==> config.mk <==
export PLATFORM = sky130hd
export DESIGN_NAME = spi_irq_vector
export DESIGN_NICKNAME = d
export VERILOG_FILES = /design/src/rtl/spi_irq_pkg.sv /design/src/rtl/spi_irq_flags.sv /design/src/rtl/spi_irq_groups.sv /design/src/rtl/spi_irq_encoder.sv /design/src/rtl/spi_irq_vector.sv
export SDC_FILE = /design/constraint.sdc
export NUM_CORES = 1
export LEC_CHECK = 0
export BUFFER_PORTS_ARGS = -buffer_cell sky130_fd_sc_hd__buf_4
export CORE_MARGIN = 2
export CORE_UTILIZATION = 35
export DETAILED_ROUTE_END_ITERATION = 10
export PLACE_DENSITY = 0.52
export SYNTH_ARGS = -nofsm -noshare
export SYNTH_HDL_FRONTEND = slang
export SYNTH_SLANG_ARGS = --single-unit
==> constraint.sdc <==
create_clock -name clk -period 1.95 [get_ports clk]
set_input_delay 0.195 -clock clk [delete_from_list [all_inputs] [get_ports clk]]
set_output_delay 0.195 -clock clk [all_outputs]
set_load 0.005 [all_outputs]
==> src/rtl/spi_irq_pkg.sv <==
// Package: shared encodings for the SPI interrupt vector encoder.
// Assumes a data width of at least 10 bits so that every flag position fits.
package spi_irq_pkg;
    typedef enum logic [2:0] {
        A_CTRL    = 3'd0,
        A_SRC_EN  = 3'd1,
        A_SRC_LVL = 3'd2,
        A_FLAGS   = 3'd3,
        A_VEC_HI  = 3'd4,
        A_VEC_LO  = 3'd5,
        A_GRP_EN  = 3'd6,
        A_GRP_LVL = 3'd7
    } reg_addr_e;

    localparam int           ERR_KINDS = 5;
    localparam int           BIT_OVR   = 6;
    localparam int           BIT_RXF   = 8;
    localparam int           BIT_TXE   = 9;
    localparam logic [15:0]  FLAG_MASK = 16'h035F;

    localparam logic [5:0]   VEC_ERR   = 6'h22;
    localparam logic [5:0]   VEC_RXF   = 6'h24;
    localparam logic [5:0]   VEC_OVR   = 6'h26;
    localparam logic [5:0]   VEC_TXE   = 6'h28;
    localparam logic [5:0]   VEC_GRP_MAX = 6'h21;
endpackage

==> src/rtl/spi_irq_flags.sv <==
// Module: status flag register.
// Holds the latched status events. Bits are cleared by a write-one-to-clear
// access or by an acknowledge mask coming from a vector read. A new event in
// the same cycle as a clear wins. Bits outside FLAG_MASK always stay 0.
module spi_irq_flags
    import spi_irq_pkg::*;
#(
    parameter int DW = 16
) (
    input  logic          clk,
    input  logic          rst_n,
    input  logic [DW-1:0] evt_set,
    input  logic          w1c_en,
    input  logic [DW-1:0] w1c_data,
    input  logic [DW-1:0] ack_clr,
    output logic [DW-1:0] flags_q
);
    localparam logic [DW-1:0] MASK = DW'(FLAG_MASK);

    logic [DW-1:0] clr_all;

    // Merge the software clear with the read acknowledge.
    always_comb clr_all = (w1c_en ? w1c_data : '0) | ack_clr;

    // Update the flags: clear first, then set, then keep only valid bits.
    always_ff @(posedge clk) begin
        if (!rst_n) flags_q <= '0;
        else        flags_q <= ((flags_q & ~clr_all) | evt_set) & MASK;
    end

    // a written one clears its bit unless an event arrived in that cycle
    a_r4_w1c_clears: assert property (@(posedge clk) disable iff (!rst_n)
        w1c_en |=> ((flags_q & $past(w1c_data & ~evt_set)) == '0));

    // flags are empty in the cycle after reset
    a_r1_reset_empty: assert property (@(posedge clk)
        !rst_n |=> (flags_q == '0));
endmodule

==> src/rtl/spi_irq_groups.sv <==
// Module: pending completion and suspend events of the transfer groups.
// Events are latched only in buffered mode. A pending bit is cleared when
// a vector read reports it.
module spi_irq_groups #(
    parameter int NG = 8
) (
    input  logic          clk,
    input  logic          rst_n,
    input  logic          buf_mode,
    input  logic [NG-1:0] done_evt,
    input  logic [NG-1:0] susp_evt,
    input  logic [NG-1:0] clr_done,
    input  logic [NG-1:0] clr_susp,
    output logic [NG-1:0] done_q,
    output logic [NG-1:0] susp_q
);
    logic [NG-1:0] done_set, susp_set;

    // Discard group events outside buffered mode.
    always_comb begin
        done_set = buf_mode ? done_evt : '0;
        susp_set = buf_mode ? susp_evt : '0;
    end

    // Latch and acknowledge the pending group events.
    always_ff @(posedge clk) begin
        if (!rst_n) begin
            done_q <= '0;
            susp_q <= '0;
        end else begin
            done_q <= (done_q & ~clr_done) | done_set;
            susp_q <= (susp_q & ~clr_susp) | susp_set;
        end
    end

    // no new group event is latched while buffered mode is off
    a_r3_compat_no_latch: assert property (@(posedge clk) disable iff (!rst_n)
        !buf_mode |=> (((done_q & ~$past(done_q)) == '0) &&
                       ((susp_q & ~$past(susp_q)) == '0)));
endmodule

==> src/rtl/spi_irq_encoder.sv <==
// Module: fixed-priority vector encoder for one interrupt line.
// Inputs are already enabled and routed to this line. The group codes are
// used only in buffered mode. Assumes NG <= 16, so a group code never
// goes above 0x21.
module spi_irq_encoder
    import spi_irq_pkg::*;
#(
    parameter int NG = 8
) (
    input  logic          buf_mode,
    input  logic          err_req,
    input  logic          ovr_req,
    input  logic          rxf_req,
    input  logic          txe_req,
    input  logic [NG-1:0] done_req,
    input  logic [NG-1:0] susp_req,
    output logic [5:0]    vec
);
    // Choose the winning source: status sources first, then the lowest group.
    always_comb begin
        vec = '0;
        if (buf_mode) begin
            for (int g = NG - 1; g >= 0; g--) begin
                if (susp_req[g]) vec = {5'(g + 1), 1'b1};
                if (done_req[g]) vec = {5'(g + 1), 1'b0};
            end
        end
        if (err_req)      vec = VEC_ERR;
        else if (ovr_req) vec = VEC_OVR;
        else if (rxf_req) vec = VEC_RXF;
        else if (txe_req) vec = VEC_TXE;
    end
endmodule

==> src/rtl/spi_irq_vector.sv <==
// Module: SPI interrupt vector encoder (top).
// Holds the configuration registers and the register bus. It latches status
// and group events, then builds one vector per interrupt line. Reading a
// vector acknowledges receive-full, transmit-empty and group sources.
// Assumes DW >= 10 and 1 <= NG <= 16. rdata is registered.
module spi_irq_vector
    import spi_irq_pkg::*;
#(
    parameter int DW = 16,
    parameter int NG = 8
) (
    input  logic          clk,
    input  logic          rst_n,
    input  logic          wr_en,
    input  logic          rd_en,
    input  logic [2:0]    addr,
    input  logic [DW-1:0] wdata,
    output logic [DW-1:0] rdata,
    input  logic [4:0]    err_evt,
    input  logic          rx_ovr_evt,
    input  logic          rx_full_evt,
    input  logic          tx_empty_evt,
    input  logic [NG-1:0] grp_done_evt,
    input  logic [NG-1:0] grp_susp_evt,
    output logic          irq_hi,
    output logic          irq_lo
);
    logic              buf_mode_q;
    logic [DW-1:0]     src_en_q, src_lvl_q;
    logic [NG-1:0]     grp_en_q, grp_lvl_q;
    logic [DW-1:0]     flags_q, evt_set, ack_clr;
    logic [NG-1:0]     done_q, susp_q, clr_done, clr_susp;
    logic [1:0][5:0]   vec_w;
    logic              rd_vec;
    logic [5:0]        sel_vec;

    // Place the event pulses at their flag bit positions.
    always_comb begin
        evt_set = '0;
        evt_set[ERR_KINDS-1:0] = err_evt;
        evt_set[BIT_OVR]       = rx_ovr_evt;
        evt_set[BIT_RXF]       = rx_full_evt;
        evt_set[BIT_TXE]       = tx_empty_evt;
    end

    // Write the configuration registers.
    always_ff @(posedge clk) begin
        if (!rst_n) begin
            buf_mode_q <= 1'b0;
            src_en_q   <= '0;
            src_lvl_q  <= '0;
            grp_en_q   <= '0;
            grp_lvl_q  <= '0;
        end else if (wr_en) begin
            case (reg_addr_e'(addr))
                A_CTRL:    buf_mode_q <= wdata[0];
                A_SRC_EN:  src_en_q   <= wdata;
                A_SRC_LVL: src_lvl_q  <= wdata;
                A_GRP_EN:  grp_en_q   <= wdata[NG-1:0];
                A_GRP_LVL: grp_lvl_q  <= wdata[NG-1:0];
                default: ;
            endcase
        end
    end

    // Select the vector the current read is looking at.
    always_comb begin
        rd_vec  = rd_en && (addr == A_VEC_HI || addr == A_VEC_LO);
        sel_vec = (addr == A_VEC_LO) ? vec_w[1] : vec_w[0];
    end

    // Turn a vector read into acknowledge masks.
    always_comb begin
        ack_clr  = '0;
        clr_done = '0;
        clr_susp = '0;
        if (rd_vec) begin
            if (sel_vec == VEC_RXF) ack_clr[BIT_RXF] = 1'b1;
            if (sel_vec == VEC_TXE) ack_clr[BIT_TXE] = 1'b1;
            if (buf_mode_q && sel_vec != '0 && sel_vec <= VEC_GRP_MAX) begin
                for (int g = 0; g < NG; g++) begin
                    if (sel_vec[5:1] == 5'(g + 1)) begin
                        clr_done[g] = !sel_vec[0];
                        clr_susp[g] = sel_vec[0];
                    end
                end
            end
        end
    end

    spi_irq_flags #(.DW(DW)) u_flags (
        .clk      (clk),
        .rst_n    (rst_n),
        .evt_set  (evt_set),
        .w1c_en   (wr_en && addr == A_FLAGS),
        .w1c_data (wdata),
        .ack_clr  (ack_clr),
        .flags_q  (flags_q)
    );

    spi_irq_groups #(.NG(NG)) u_groups (
        .clk      (clk),
        .rst_n    (rst_n),
        .buf_mode (buf_mode_q),
        .done_evt (grp_done_evt),
        .susp_evt (grp_susp_evt),
        .clr_done (clr_done),
        .clr_susp (clr_susp),
        .done_q   (done_q),
        .susp_q   (susp_q)
    );

    // One gated, routed encoder per interrupt line (0 = high, 1 = low).
    for (genvar l = 0; l < 2; l++) begin : g_line
        localparam logic ON_LINE = (l == 1);
        logic [ERR_KINDS-1:0] err_sel;
        logic [NG-1:0]        grp_sel;
        logic                 ovr_r, rxf_r, txe_r;

        // Apply the enable and level gating for this line.
        always_comb begin
            for (int b = 0; b < ERR_KINDS; b++)
                err_sel[b] = flags_q[b] && src_en_q[b] && (src_lvl_q[b] == ON_LINE);
            ovr_r = flags_q[BIT_OVR] && src_en_q[BIT_OVR] && (src_lvl_q[BIT_OVR] == ON_LINE);
            rxf_r = flags_q[BIT_RXF] && src_en_q[BIT_RXF] && (src_lvl_q[BIT_RXF] == ON_LINE);
            txe_r = flags_q[BIT_TXE] && src_en_q[BIT_TXE] && (src_lvl_q[BIT_TXE] == ON_LINE);
            for (int g = 0; g < NG; g++)
                grp_sel[g] = grp_en_q[g] && (grp_lvl_q[g] == ON_LINE);
        end

        spi_irq_encoder #(.NG(NG)) u_enc (
            .buf_mode (buf_mode_q),
            .err_req  (|err_sel),
            .ovr_req  (ovr_r),
            .rxf_req  (rxf_r),
            .txe_req  (txe_r),
            .done_req (done_q & grp_sel),
            .susp_req (susp_q & grp_sel),
            .vec      (vec_w[l])
        );
    end

    // Drive an interrupt line while its vector is nonzero.
    always_comb begin
        irq_hi = (vec_w[0] != '0);
        irq_lo = (vec_w[1] != '0);
    end

    // Capture the read data for the addressed register.
    always_ff @(posedge clk) begin
        if (!rst_n) rdata <= '0;
        else if (rd_en) begin
            case (reg_addr_e'(addr))
                A_CTRL:    rdata <= DW'(buf_mode_q);
                A_SRC_EN:  rdata <= src_en_q;
                A_SRC_LVL: rdata <= src_lvl_q;
                A_FLAGS:   rdata <= flags_q;
                A_VEC_HI:  rdata <= DW'(vec_w[0]);
                A_VEC_LO:  rdata <= DW'(vec_w[1]);
                A_GRP_EN:  rdata <= DW'(grp_en_q);
                default:   rdata <= DW'(grp_lvl_q);
            endcase
        end
    end

    // reading a receive-full code acknowledges the receive-full flag
    a_r5_rd_acks_rxf: assert property (@(posedge clk) disable iff (!rst_n)
        (rd_vec && sel_vec == VEC_RXF && !rx_full_evt) |=> !flags_q[BIT_RXF]);

    // a transmit-empty code on the high line needs that source enabled and routed there
    a_r6_txe_gated: assert property (@(posedge clk) disable iff (!rst_n)
        (vec_w[0] == VEC_TXE) |-> (src_en_q[BIT_TXE] && !src_lvl_q[BIT_TXE]));

    // transmit-empty is reported only when nothing above it is pending on that line
    a_r8_txe_lowest_status: assert property (@(posedge clk) disable iff (!rst_n)
        (vec_w[0] == VEC_TXE) |->
            !((flags_q[BIT_RXF] && src_en_q[BIT_RXF] && !src_lvl_q[BIT_RXF]) ||
              (flags_q[BIT_OVR] && src_en_q[BIT_OVR] && !src_lvl_q[BIT_OVR])));

    // a group-range code exists only in buffered mode
    a_r3_group_needs_mode: assert property (@(posedge clk) disable iff (!rst_n)
        (vec_w[1] != '0 && vec_w[1] <= VEC_GRP_MAX) |-> buf_mode_q);
endmodule

# Word level (Yosys, flattened, before mapping)
# Cells that the tools add are included.
[totals]
regBits = 89
[classes]
n_lt_le_gt_ge = 1
eq_ne = 17
mux = 70
bitwise_logic = 30
reduce_logical = 57
[op_table]
columns = ["operator", "count"]
rows = [
  ["two-way mux 5 bit", 32],
  ["case mux 16 bit (7 select lines)", 1],
  ["two-way mux 6 bit", 11],
  ["AND 8 bit", 6],
  ["two-way mux 8 bit", 6],
  ["logical AND 1 bit", 44],
  ["equality test 5 x 3 -> 1 bit (second input constant)", 4],
  ["bitwise OR 10 bit", 2],
  ["two-way mux 1 bit", 18],
  ["nonzero test 6 bit", 3],
  ["inverter 1 bit", 16],
  ["inverter 8 bit", 2],
  ["bitwise OR 8 bit", 2],
  ["equality test 3 bit (second input constant)", 4],
  ["equality test 6 bit (second input constant)", 2],
  ["AND 10 bit", 1],
  ["equality test 5 x 2 -> 1 bit (second input constant)", 2],
  ["two-way mux 10 bit", 1],
  ["inverter 10 bit", 1],
  ["AND reduction 2 bit", 5],
  ["OR reduction 5 bit", 2],
  ["equality test 3 x 2 -> 1 bit (second input constant)", 2],
  ["<= comparator 6 bit (second input constant)", 1],
  ["equality test 5 x 1 -> 1 bit (second input constant)", 1],
  ["other kinds (6)", 6],
]

# Depth between registers and ports, before layout
# Gate-level depths: netlist of run 1.
[logic_depth]
depth_word = 33
mapped_depth = 9
ltp_nobuf = 7

# Modules after synthesis
# Synthesis of run 1 repeated with hierarchy kept, for this count alone.
[hier_totals]
hier_cells = 688
area_unflattened_um2 = 5383.9
[by_module_without_submodules]
columns = ["mod", "n_inst", "cells_per_inst", "area_each_um2", "seq_area_each_um2"]
rows = [
  ["spi_irq_vector", 1, 500, 3833.7, 1301.2],
  ["spi_irq_groups", 1, 67, 675.6, 320.3],
  ["spi_irq_encoder", 2, 39, 222.7, 0.0],
  ["spi_irq_flags", 1, 43, 429.2, 160.2],
]

# Least setup slack after synthesis of run 1
# No wires, ideal clock.
[synth_path]
path_type = "reg-to-reg"
startpoint = "reg u_groups.susp_q[3]"
endpoint = "reg u_flags.flags_q[8]"
arrival_ns = 1.824
path_slack_ns = 0.001
stages_incl_launch_ff = 9
n_path_buf = 1
synth_period_minus_slack_ns = 1.949
cell_sequence = "dfxtp_1 -> buf_2 -> o211a_1 -> a211oi_1 -> o2111ai_1 -> a31oi_1 -> a22oi_1 -> nor4b_1 -> o21ai_1"
[synth_between]
elab_chain_len = 22
[synth_lines]
columns = ["item", "line_no", "source"]
rows = [
  ["start, declared", "spi_irq_groups.sv:15", "output logic [NG-1:0] susp_q"],
  ["start signal, assigned", "spi_irq_groups.sv:32", "susp_q <= (susp_q & ~clr_susp) | susp_set;"],
  ["AND 8 bit", "spi_irq_vector.sv:138", ".susp_req (susp_q & grp_sel),"],
  ["two-way mux 5 bit", "spi_irq_encoder.sv:24", "if (susp_req[g]) vec = {5'(g + 1), 1'b1};"],
  ["two-way mux 5 bit", "spi_irq_encoder.sv:25", "if (done_req[g]) vec = {5'(g + 1), 1'b0};"],
  ["two-way mux 5 bit", "spi_irq_encoder.sv:24", ""],
  ["two-way mux 5 bit", "spi_irq_encoder.sv:25", ""],
  ["two-way mux 5 bit", "spi_irq_encoder.sv:24", ""],
  ["two-way mux 5 bit", "spi_irq_encoder.sv:25", ""],
  ["two-way mux 5 bit", "spi_irq_encoder.sv:24", ""],
  ["[... 6 more ...]", "-", ""],
  ["two-way mux 6 bit (*)", "spi_irq_vector.sv:69", "sel_vec = (addr == A_VEC_LO) ? vec_w[1] : vec_w[0];"],
  ["equality test 6 bit (*)", "spi_irq_vector.sv:78", "if (sel_vec == VEC_RXF) ack_clr[BIT_RXF] = 1'b1;"],
  ["two-way mux 1 bit (*)", "spi_irq_vector.sv:78", ""],
  ["two-way mux 2 bit (*)", "spi_irq_vector.sv:77", "if (rd_vec) begin"],
  ["bitwise OR 10 bit (*)", "spi_irq_flags.sv:23", "always_comb clr_all = (w1c_en ? w1c_data : '0) | ack_clr;"],
  ["inverter 10 bit (*)", "spi_irq_flags.sv:28", "else flags_q <= ((flags_q & ~clr_all) | evt_set) & MASK;"],
  ["AND 10 bit (*)", "spi_irq_flags.sv:28", ""],
  ["bitwise OR 10 bit (*)", "spi_irq_flags.sv:28", ""],
  ["end signal, assigned", "spi_irq_flags.sv:28", ""],
  ["end, declared", "spi_irq_flags.sv:16", "output logic [DW-1:0] flags_q"],
]
# Mark *: on every way between the ends. The rest lies on a longest branch, timed or not.
# A chain may end at the register's enable or synchronous reset.

# Worst setup path in the final report of run 1
[layout_path]
startpoint = "reg u_groups.done_q[6]"
endpoint = "out irq_hi"
[layout_between]
elab_chain_len = 20
[layout_lines]
columns = ["item", "line_no", "source"]
rows = [
  ["start, declared", "spi_irq_groups.sv:14", "output logic [NG-1:0] done_q,"],
  ["start signal, assigned", "spi_irq_groups.sv:31", "done_q <= (done_q & ~clr_done) | done_set;"],
  ["AND 8 bit", "spi_irq_vector.sv:137", ".done_req (done_q & grp_sel),"],
  ["two-way mux 5 bit", "spi_irq_encoder.sv:25", ""],
  ["two-way mux 5 bit", "spi_irq_encoder.sv:24", ""],
  ["two-way mux 5 bit", "spi_irq_encoder.sv:25", ""],
  ["two-way mux 5 bit", "spi_irq_encoder.sv:24", ""],
  ["two-way mux 5 bit", "spi_irq_encoder.sv:25", ""],
  ["two-way mux 5 bit", "spi_irq_encoder.sv:24", ""],
  ["two-way mux 5 bit", "spi_irq_encoder.sv:25", ""],
  ["[... 4 more ...]", "-", ""],
  ["two-way mux 5 bit", "spi_irq_encoder.sv:24", ""],
  ["two-way mux 5 bit", "spi_irq_encoder.sv:25", ""],
  ["two-way mux 6 bit", "spi_irq_encoder.sv:22", "if (buf_mode) begin"],
  ["two-way mux 6 bit", "spi_irq_encoder.sv:31", "else if (txe_req) vec = VEC_TXE;"],
  ["two-way mux 6 bit", "spi_irq_encoder.sv:30", "else if (rxf_req) vec = VEC_RXF;"],
  ["two-way mux 6 bit", "spi_irq_encoder.sv:29", "else if (ovr_req) vec = VEC_OVR;"],
  ["two-way mux 6 bit", "spi_irq_encoder.sv:28", "if (err_req) vec = VEC_ERR;"],
  ["nonzero test 6 bit", "spi_irq_vector.sv:145", "irq_hi = (vec_w[0] != '0);"],
  ["end, declared", "spi_irq_vector.sv:25", "output logic irq_hi,"],
]
# No other way between the ends.

==> flow_metrics.tcl, run 1 <==
set metrics [dict create \
    pre_cts_ws_ps -522 \
    synthFlopType "dfxtp_1" \
    hold_depth 3 \
    ys_ff_latch 89 \
    setup_violations 25 \
    grt_max_degree 69 \
    p_per_area_mw_per_mm2 581 \
    post-route-util_pct 56.2 \
    netlist_area_sq_mm 0.00484 \
    cts_root_buffer "clkbuf_16" \
    fin_crit_sh_pct 117 \
    criticalPathCategory "flip-flop to output port" \
    peakVddDrop_mv 0.472 \
    htree_levels 3 \
    grt_busiest_layer "met2" \
    synth.distinct_cells 66 \
    maxCapViolCount 0 \
    die_h_microns 122 \
    fin_setup_tns_ps -6030 \
    viasPerCell 5.49 \
    hpwl_mm 15.1 \
    reg2reg_depth 10 \
    critPathMaxFanout 4 \
    syn_nets 703 \
    ios 65 \
    setup_ws_ps -338 \
    timing.hold.ws_ps 44.4 \
    cp_data_required_time_ps 1750 \
    hold_end "u_flags.flags_q[1]$_SDFF_PN0_" \
    register_area_sq_mm 0.00182 \
    slew_headroom_pct 49.1 \
    worst_path_largest_cell_delay_ps 340 \
    ctsHoldBuffers 0 \
    period_minus_slack_ps 2290 \
    core_sq_mm 0.0134 \
    worstPathCellList "or2_4, o2bb2ai_4, a31oi_2, o21ai_2, buf_4, nor2_1, nand4_1, buf_4" \
    status "complete, but fails checks" \
    hold_path.class "primary input to flip-flop" \
    crit_slowest_cell "dfxtp_2" \
    crit_path_frequent_cell "buf_4" \
    layout.nets 910 \
    grt_pass1_wl_mm 30.8 \
    cts_tree "done" \
    grt_overflow_total 0 \
    first_global_vias 5535 \
    fmax_ghz 0.437 \
    port_buffers 64 \
    drc 0 \
    start_util_pct 36.1 \
    antenna_found_initial 0 \
    rows 42 \
    antenna_left 0 \
    hold_viol 0 \
    grt.total_usage_pct 27.6 \
    grtUsageMet2_pct 44.4 \
    route.detailed.wl_per_inst_microns 19.2 \
    clkLatencyLatePin_ps 350 \
    postSynthCellCount 656 \
    r2r_end "u_groups.done_q[3]$_SDFF_PN0_" \
    tightest_slew_ps 756 \
    avgSynthCellArea_sq_um 7.38 \
    area_growth_pct 55.5 \
    die_area_sq_mm 0.0148 \
    use_met1_pct 36.8 \
    wl_mm 20.0 \
    drv_slew 0 \
    n_antenna_cell 0 \
    ys_top_cells_by_area "dfxtp_1 (37%), nand2_1 (13%), a21oi_1 (9.6%)" \
    multiInputGateArea_sq_mm 0.00332 \
    ys_warn_count 0 \
    drive_above_1_share_pct 39.9 \
    nFillCells 1285 \
    yosysSeqAreaShare_pct 36.8 \
    synth-async-reset-ratio_pct 0 \
    path_clk_slew_ps 80 \
    synth_top_area_share_pct 36.8 \
    cts.sinks 89 \
    synth_edf_count 0 \
    leakage_nw 2.99 \
    die_x_microns 122 \
    holdCritStartpoint "err_evt[1]" \
    yosys.area.top_type "dfxtp_1" \
    crit_path_end_kind "output port" \
    violations "setup timing" \
    gp_congestion 0.886 \
    clockBufferDepth 2 \
    r2r_start "grp_en_q[6]$_SDFFE_PN0P_" \
    skew_ps 8.19 \
    grtUsageMet3_pct 5.71 \
    start_kind "flip-flop" \
    total_power_mw 4.38 \
    rrSetupSlack_ps -320 \
    arrival_ps 2090 \
    rsz0062_at_grt "true" \
    vias 5730 \
    dr.pass1.iters 6 \
    cts_buffers 9 \
    drt_iter0_markers 397 \
]
==> cell usage in the layout, fill, tap and decap left out, drive strengths merged, types with 12 or more instances in the layout <==
cell type / n
buf: 234
nand2: 166
a21oi: 93
dfxtp: 89
nor2: 49
nand3: 24
o21ai: 21
a22oi: 13
a311oi: 13
o211ai: 12
==> per-layer routing <==
layer	up-vias	part of all wire [%]
li1	2775	-
met1	2744	45
met2	176	47
met3	35	5.7
met4	0	2.6
met5	-	0
==> report_power, final <==
| group | switching, mW | leakage, nW | total, mW | internal [mW] |
|---|---|---|---|---|
| Combinational | 0.313 | 2.11 | 0.579 | 0.267 |
| Clock | 0.848 | 0.147 | 1.89 | 1.05 |
| Sequential | 0.0436 | 0.733 | 1.90 | 1.86 |
==> final cells by class <==
class | instances | area share, %
multi-input combinational | 521 | 44.1
timing repair buffer | 234 | 24.3
sequential | 89 | 24.1
clock buffer | 10 | 3.17
tap | 176 | 2.92
clock inverter | 6 | 0.980
inverter | 8 | 0.399
==> synthesized netlist by cell type (all sizes together) (3+ instances only) <==
library cell and number:
and3 8, and2 8, a221oi 3, a22o 3
nor2 49, nor3b 6, mux2 4, nand2 166
a22oi 13, a311oi 13, a32oi 4, or2 3
o221ai 5, nor3 3, inv 8, nand2b 5
nor4 3, o21a 5, nor2b 9, nand4 9
mux2i 3, buf 6, nand3 24, dfxtp 89
a31oi 7, o21ai 21, o211ai 12, nand3b 7
o22ai 5, a21oi 93, a41oi 3, clkbuf 32
==> state kept, by name (all words and copies together) (netlist names) <==
register,count
buf_mode_q,1
grp_en_q,8
grp_lvl_q,8
rdata,16
src_en_q,16
src_lvl_q,16
u_flags.flags_q,8
u_groups.done_q,8
u_groups.susp_q,8
==> worst max-delay path: cells and delay by family (launching register included) <==
kind                   cells  cell delay [ps]
AO/OA/AOI/OAI              3              530
flip-flops                 1              340
AND/OR/NAND/NOR            3              510
buffers and inverters      2              350
==> worst max path at each step <==
stage,startpoint,to,slack [ps]
after floorplan,u_groups.susp_q[3]$_SDFF_PN0_,u_flags.flags_q[8]$_SDFF_PN0_,1
after global placement,grp_lvl_q[6]$_SDFFE_PN0P_,u_flags.flags_q[8]$_SDFF_PN0_,-480
after detailed placement,grp_lvl_q[6]$_SDFFE_PN0P_,u_flags.flags_q[8]$_SDFF_PN0_,-520
after CTS,grp_lvl_q[6]$_SDFFE_PN0P_,irq_hi,-390
after global routing,grp_lvl_q[6]$_SDFFE_PN0P_,irq_hi,-420
final,u_groups.done_q[6]$_SDFF_PN0_,irq_hi,-340
==> through the flow <==
step	std cells	cell area, sq um
after floorplan	656	4840
after global placement	1008	6560
after detailed placement	1008	6560
after CTS	1035	7210
after global routing	1044	7530
final	1044	7530
==> repair_timing <==
action,CTS,global route
resized for setup,61,56
endpoints found under the setup margin,26,26
buffers inserted,12,11
hold endpoints to repair,0,0
pin swaps,19,35
==> kinds of logic (layout without fill, tap and decap cells) <==
family	count (synthesis)	in the layout	synth area share, %
flops	89	89	36.8
compound gates	205	205	27.5
simple gates	309	309	30.4
mux	7	7	1.55
buf+inv	46	258	3.75
No activity file was read; power rests on OpenSTA's default activity.
==> inputs of run 2 (changes only) <==
--- a/config.mk
+++ b/config.mk
@@ -7,9 +7,11 @@
 export LEC_CHECK = 0
 export BUFFER_PORTS_ARGS = -buffer_cell sky130_fd_sc_hd__buf_4
 export CORE_MARGIN = 2
-export CORE_UTILIZATION = 35
+export CORE_UTILIZATION = 27
 export DETAILED_ROUTE_END_ITERATION = 10
-export PLACE_DENSITY = 0.52
+export PLACE_DENSITY = 0.42
+export SLEW_MARGIN = 10
 export SYNTH_ARGS = -nofsm -noshare
 export SYNTH_HDL_FRONTEND = slang
 export SYNTH_SLANG_ARGS = --single-unit
+export TNS_END_PERCENT = 20
==> run 2 against run 1 <==
The run still ends with setup timing left. Die area increased by 29%. Count of clock-buffer cells in the layout decreased by 1. Fmax increased by 0.24%. Utilization decreased by 14 points. Power decreased by 4.7%. Critical endpoint unchanged. Highest routed layer unchanged.
==> flow_metrics.tcl, run 2 (same netlist as run 1, synthesis figures left out) <==
set metrics [dict create \
    period_minus_slack_ps 2280 \
    clockBufferDepth 2 \
    htree_levels 3 \
    start_util_pct 27.8 \
    vias 5672 \
    fin_crit_sh_pct 117 \
    grt.total_usage_pct 22.1 \
    p_per_area_mw_per_mm2 569 \
    grt_pass1_wl_mm 31.3 \
    cts.sinks 89 \
    crit_path_end_kind "output port" \
    cts_tree "done" \
    antenna_found_initial 0 \
    drv_slew 0 \
    hold_path.class "primary input to flip-flop" \
    drt_iter0_markers 460 \
    dp.cells 1064 \
    grt_max_degree 43 \
    hpwl_mm 15.9 \
    cts_buffers 9 \
    rsz0062_at_grt "true" \
    tightest_slew_ps 702 \
    clkLatencyLatePin_ps 350 \
    n_antenna_cell 0 \
    layout.nets 903 \
    die_x_microns 138 \
    cp_data_required_time_ps 1750 \
    place_area_sq_mm 0.00669 \
    first_global_vias 5537 \
    cts_root_buffer "clkbuf_16" \
    peakVddDrop_mv 0.549 \
    port_buffers 64 \
    path_clk_slew_ps 70 \
    maxCapViolCount 0 \
    rows 48 \
    core_sq_mm 0.0174 \
    slew_headroom_pct 52.7 \
    die_area_sq_mm 0.0190 \
    criticalPathCategory "flip-flop to output port" \
    critPathMaxFanout 4 \
    largestRegisters "rdata: 16 flops, src_en_q: 16 flops, src_lvl_q: 16 flops" \
    skew_ps 12.6 \
    fin_cells 1086 \
    violations "setup timing" \
    timing.hold.ws_ps 42.9 \
    setup_ws_ps -333 \
    dr.pass1.iters 5 \
    drive_above_1_share_pct 37.6 \
    layout_common_cells "buf_4 (220), nand2_1 (165), a21oi_1 (91)" \
    ios 65 \
    stdcell_area_sq_mm 0.00733 \
    status "complete, but fails checks" \
    hold_viol 0 \
    wl_mm 20.5 \
    gp_congestion 0.939 \
    final_common_cell "buf_4" \
    grt_overflow_total 0 \
    viasPerCell 5.22 \
    start_kind "flip-flop" \
    drc 0 \
    die_h_microns 138 \
    area_growth_pct 51.3 \
    fmax_ghz 0.438 \
    leakage_nw 2.89 \
    fin_setup_tns_ps -4640 \
    nFillCells 1825 \
    route.detailed.wl_per_inst_microns 18.9 \
    antenna_left 0 \
    arrival_ps 2090 \
    setup_violations 23 \
    ctsHoldBuffers 0 \
]
run 2: area by class of cell:
type                    instances  area (sq um)  area share [%]
repair buffers                227          1770            24.2
flip-flops and latches         89          1810            24.7
inverters                       8          30.0           0.410
clock inverters                 7          52.6           0.717
multi-input cells             521          3160            43.1
clock buffers                   9           225            3.07
well taps                     225           282            3.84
run 2: path summary, 6_finish.rpt:
path                                                    start                            end  slack (ps)  depth (start not counted)
worst max-delay path            u_groups.done_q[6]$_SDFF_PN0_                         irq_hi        -330                          6
worst min-delay path                               err_evt[4]  u_flags.flags_q[4]$_SDFF_PN0_          40                          3
worst max register to register  u_groups.done_q[6]$_SDFF_PN0_  u_groups.susp_q[2]$_SDFF_PN0_        -270                          7
worst min register to register      src_en_q[13]$_SDFFE_PN0P_      src_en_q[13]$_SDFFE_PN0P_         460                          2
run 2: per-stage QoR:
stage               setup slack, ps  total power [mW]  utilization, %
floorplan                      1.41              2.16               -
global placement               -532              2.50            38.4
detailed placement             -429              2.51            38.4
CTS                            -310              4.20            41.2
global route                   -421              4.33            42.1
finish                         -333              4.17            42.1
run 2: worst max-delay path, cell delays in order, from the launching register on:
cell       delay (ps)
dfxtp_2           340
or2_4             270
o2bb2ai_4         160
nor3b_4           270
o31a_1            350
nand4_1           180
buf_4             170
run 2: what timing repair did:
action | CTS | global route
buffers inserted | 5 | 2
pin swaps | 16 | 10
gates resized for setup | 45 | 30
setup endpoints to repair | 26 | 26
run 2: power breakdown:
part           internal [mW]  switching, mW
registers               1.86         0.0492
logic                  0.270          0.305
clock network          0.874          0.806
total                   3.01           1.16
run 2: metal layers:
metal | GRT usage, % | part of all wire (%)
met2 | 36.5 | 47
met5 | 0 | 0
met3 | 4.24 | 5.1
met1 | 28.8 | 45
met4 | 7.99 | 3.3
==> inputs of run 3 (changes only) <==
--- a/config.mk
+++ b/config.mk
@@ -5,10 +5,13 @@
 export SDC_FILE = /design/constraint.sdc
 export NUM_CORES = 1
 export LEC_CHECK = 0
+export ABC_CLOCK_PERIOD_IN_PS = 1950
 export BUFFER_PORTS_ARGS = -buffer_cell sky130_fd_sc_hd__buf_4
 export CORE_MARGIN = 2
 export CORE_UTILIZATION = 27
+export CTS_BUF_LIST = sky130_fd_sc_hd__clkbuf_2 sky130_fd_sc_hd__clkbuf_4 sky130_fd_sc_hd__clkbuf_8
 export DETAILED_ROUTE_END_ITERATION = 10
+export GPL_ROUTABILITY_DRIVEN = 0
 export PLACE_DENSITY = 0.42
 export SLEW_MARGIN = 10
 export SYNTH_ARGS = -nofsm -noshare
==> run 3 against run 2 <==
Critical path type unchanged. Global-route usage fell by 0.18 points. Sequential power about the same. Sequential share of layout area shrank 0.50 points. Die area unchanged. Final cell count increased by 1.9%. The flow still finishes with violations (setup timing). First-iteration DRC count increased by 0.65%. Count of clock-buffer cells in the layout did not move. Critical path depth grew 2. Largest cell class unchanged. Hold slack lost 21 ps. Highest routed layer unchanged. Register-to-register slack got worse by 60 ps.
==> flow_metrics.tcl, run 3 (same netlist as run 1, synthesis figures left out) <==
set metrics [dict create \
    cts.sinks 89 \
    grt_pass1_wl_mm 31.4 \
    crit_path_frequent_cell "buf_4" \
    rrSetupSlack_ps -330 \
    clkLatencyLatePin_ps 390 \
    drv_slew 0 \
    setup_ws_ps -351 \
    status "complete, but fails checks" \
    cts_buffers 9 \
    rsz0062_at_grt "true" \
    grt_max_degree 45 \
    leakage_nw 2.99 \
    setup_violations 25 \
    die_area_sq_mm 0.0190 \
    core_sq_mm 0.0174 \
    peakVddDrop_mv 0.368 \
    dp.cells 1064 \
    die_h_microns 138 \
    worstPathCellList "o211ai_1, buf_4, nand4_1, a31oi_2, nor3_2, buf_4, nand4b_1, buf_4" \
    viasPerCell 5.16 \
    clockBufferDepth 2 \
    p_per_area_mw_per_mm2 535 \
    slew_headroom_pct 55.7 \
    criticalPathCategory "flip-flop to output port" \
    path_delay_family "compound AO/OA/AOI/OAI gates" \
    layout_common_cells "buf_4 (233), nand2_1 (165), a21oi_1 (92)" \
    violations "setup timing" \
    total_power_mw 4.04 \
    grt_overflow_total 0 \
    cts_root_buffer "clkbuf_8" \
    wl_mm 20.2 \
    grt.total_usage_pct 22.0 \
    hpwl_mm 15.3 \
    pre_cts_ws_ps -421 \
    largestRegisters "rdata: 16 flops, src_en_q: 16 flops, src_lvl_q: 16 flops" \
    rows 48 \
    n_antenna_cell 0 \
    period_minus_slack_ps 2300 \
    layout.nets 924 \
    antenna_found_initial 0 \
    register_area_sq_mm 0.00183 \
    ios 65 \
    worst_path_largest_cell_delay_ps 370 \
    die_x_microns 138 \
    crit_path_end_kind "output port" \
    arrival_ps 2110 \
    hold_viol 0 \
    start_util_pct 27.8 \
    fin_setup_tns_ps -5510 \
    cp_data_required_time_ps 1750 \
    drive_above_1_share_pct 39.6 \
    drc 0 \
    first_global_vias 5793 \
    crit_buf_inv 3 \
    critPathMaxFanout 3 \
    multiInputGateArea_sq_mm 0.00324 \
    nFillCells 1836 \
    fin_cells 1107 \
    crit_slowest_cell "dfxtp_4" \
    path_clk_slew_ps 100 \
    tightest_slew_ps 657 \
    port_buffers 64 \
    stdcell_area_sq_mm 0.00756 \
    place_area_sq_mm 0.00668 \
    maxCapViolCount 0 \
    fmax_ghz 0.435 \
    final_common_cell "buf_4" \
    cts_tree "done" \
    htree_levels 3 \
    vias 5713 \
    skew_ps 15.8 \
    hold_path.class "primary input to flip-flop" \
    drt_iter0_markers 463 \
    antenna_left 0 \
    area_growth_pct 56.2 \
    dr.pass1.iters 5 \
    route.detailed.wl_per_inst_microns 18.2 \
    start_kind "flip-flop" \
    fin_crit_sh_pct 118 \
]
run 3: what timing repair did:
| action | CTS | global route |
|---|---|---|
| gates cloned | 0 | 0 |
| endpoints found under the hold margin | 5 | 0 |
| resized for setup | 81 | 21 |
| endpoints found under the setup margin | 26 | 26 |
| setup buffers | 18 | 4 |
| hold buffers | 5 | 0 |
| pin swaps | 35 | 18 |
run 3: per-layer routing:
layer  vias up  track usage, %  share of wire, %
met5         -               0                 0
met4         0            8.73               3.0
met3        33            5.04               5.9
met2       185            35.9                47
met1      2684            28.0                44
li1       2811               -                 -
run 3: path summary, 6_finish.rpt:
check        cells after the start                       endpoint                           from
max                              8                         irq_lo  u_groups.done_q[1]$_SDFF_PN0_
max reg2reg                      9  u_groups.done_q[5]$_SDFF_PN0_  u_groups.done_q[1]$_SDFF_PN0_
min                              3  u_flags.flags_q[8]$_SDFF_PN0_                    rx_full_evt
min reg2reg                      2      src_en_q[14]$_SDFFE_PN0P_      src_en_q[14]$_SDFFE_PN0P_
run 3: worst min-delay path: stages:
cell     delay (ps)
buf_4            80
nand2_1          30
o21ai_1          60
run 3: layout make-up:
class / count / area share, %
tap: 225 / 3.72
inverter: 8 / 0.397
sequential: 89 / 24.2
clock buffer: 9 / 1.64
timing repair buffer: 248 / 25.7
multi-input combinational: 521 / 42.9
clock inverter: 7 / 1.46
run 3: power by group:
part           internal, mW  switching (mW)
Sequential             1.86          0.0450
Clock                 0.749           0.786
Combinational         0.290           0.314
run 3: metrics by stage:
stage	hold slack (ps)	utilization, %
3_5_place_dp	408	38.4
4_1_cts	1.53	42.6
6_report	21.8	43.4
2_1_floorplan	310	-
3_3_place_gp	407	38.4
5_1_grt	11.8	43.4
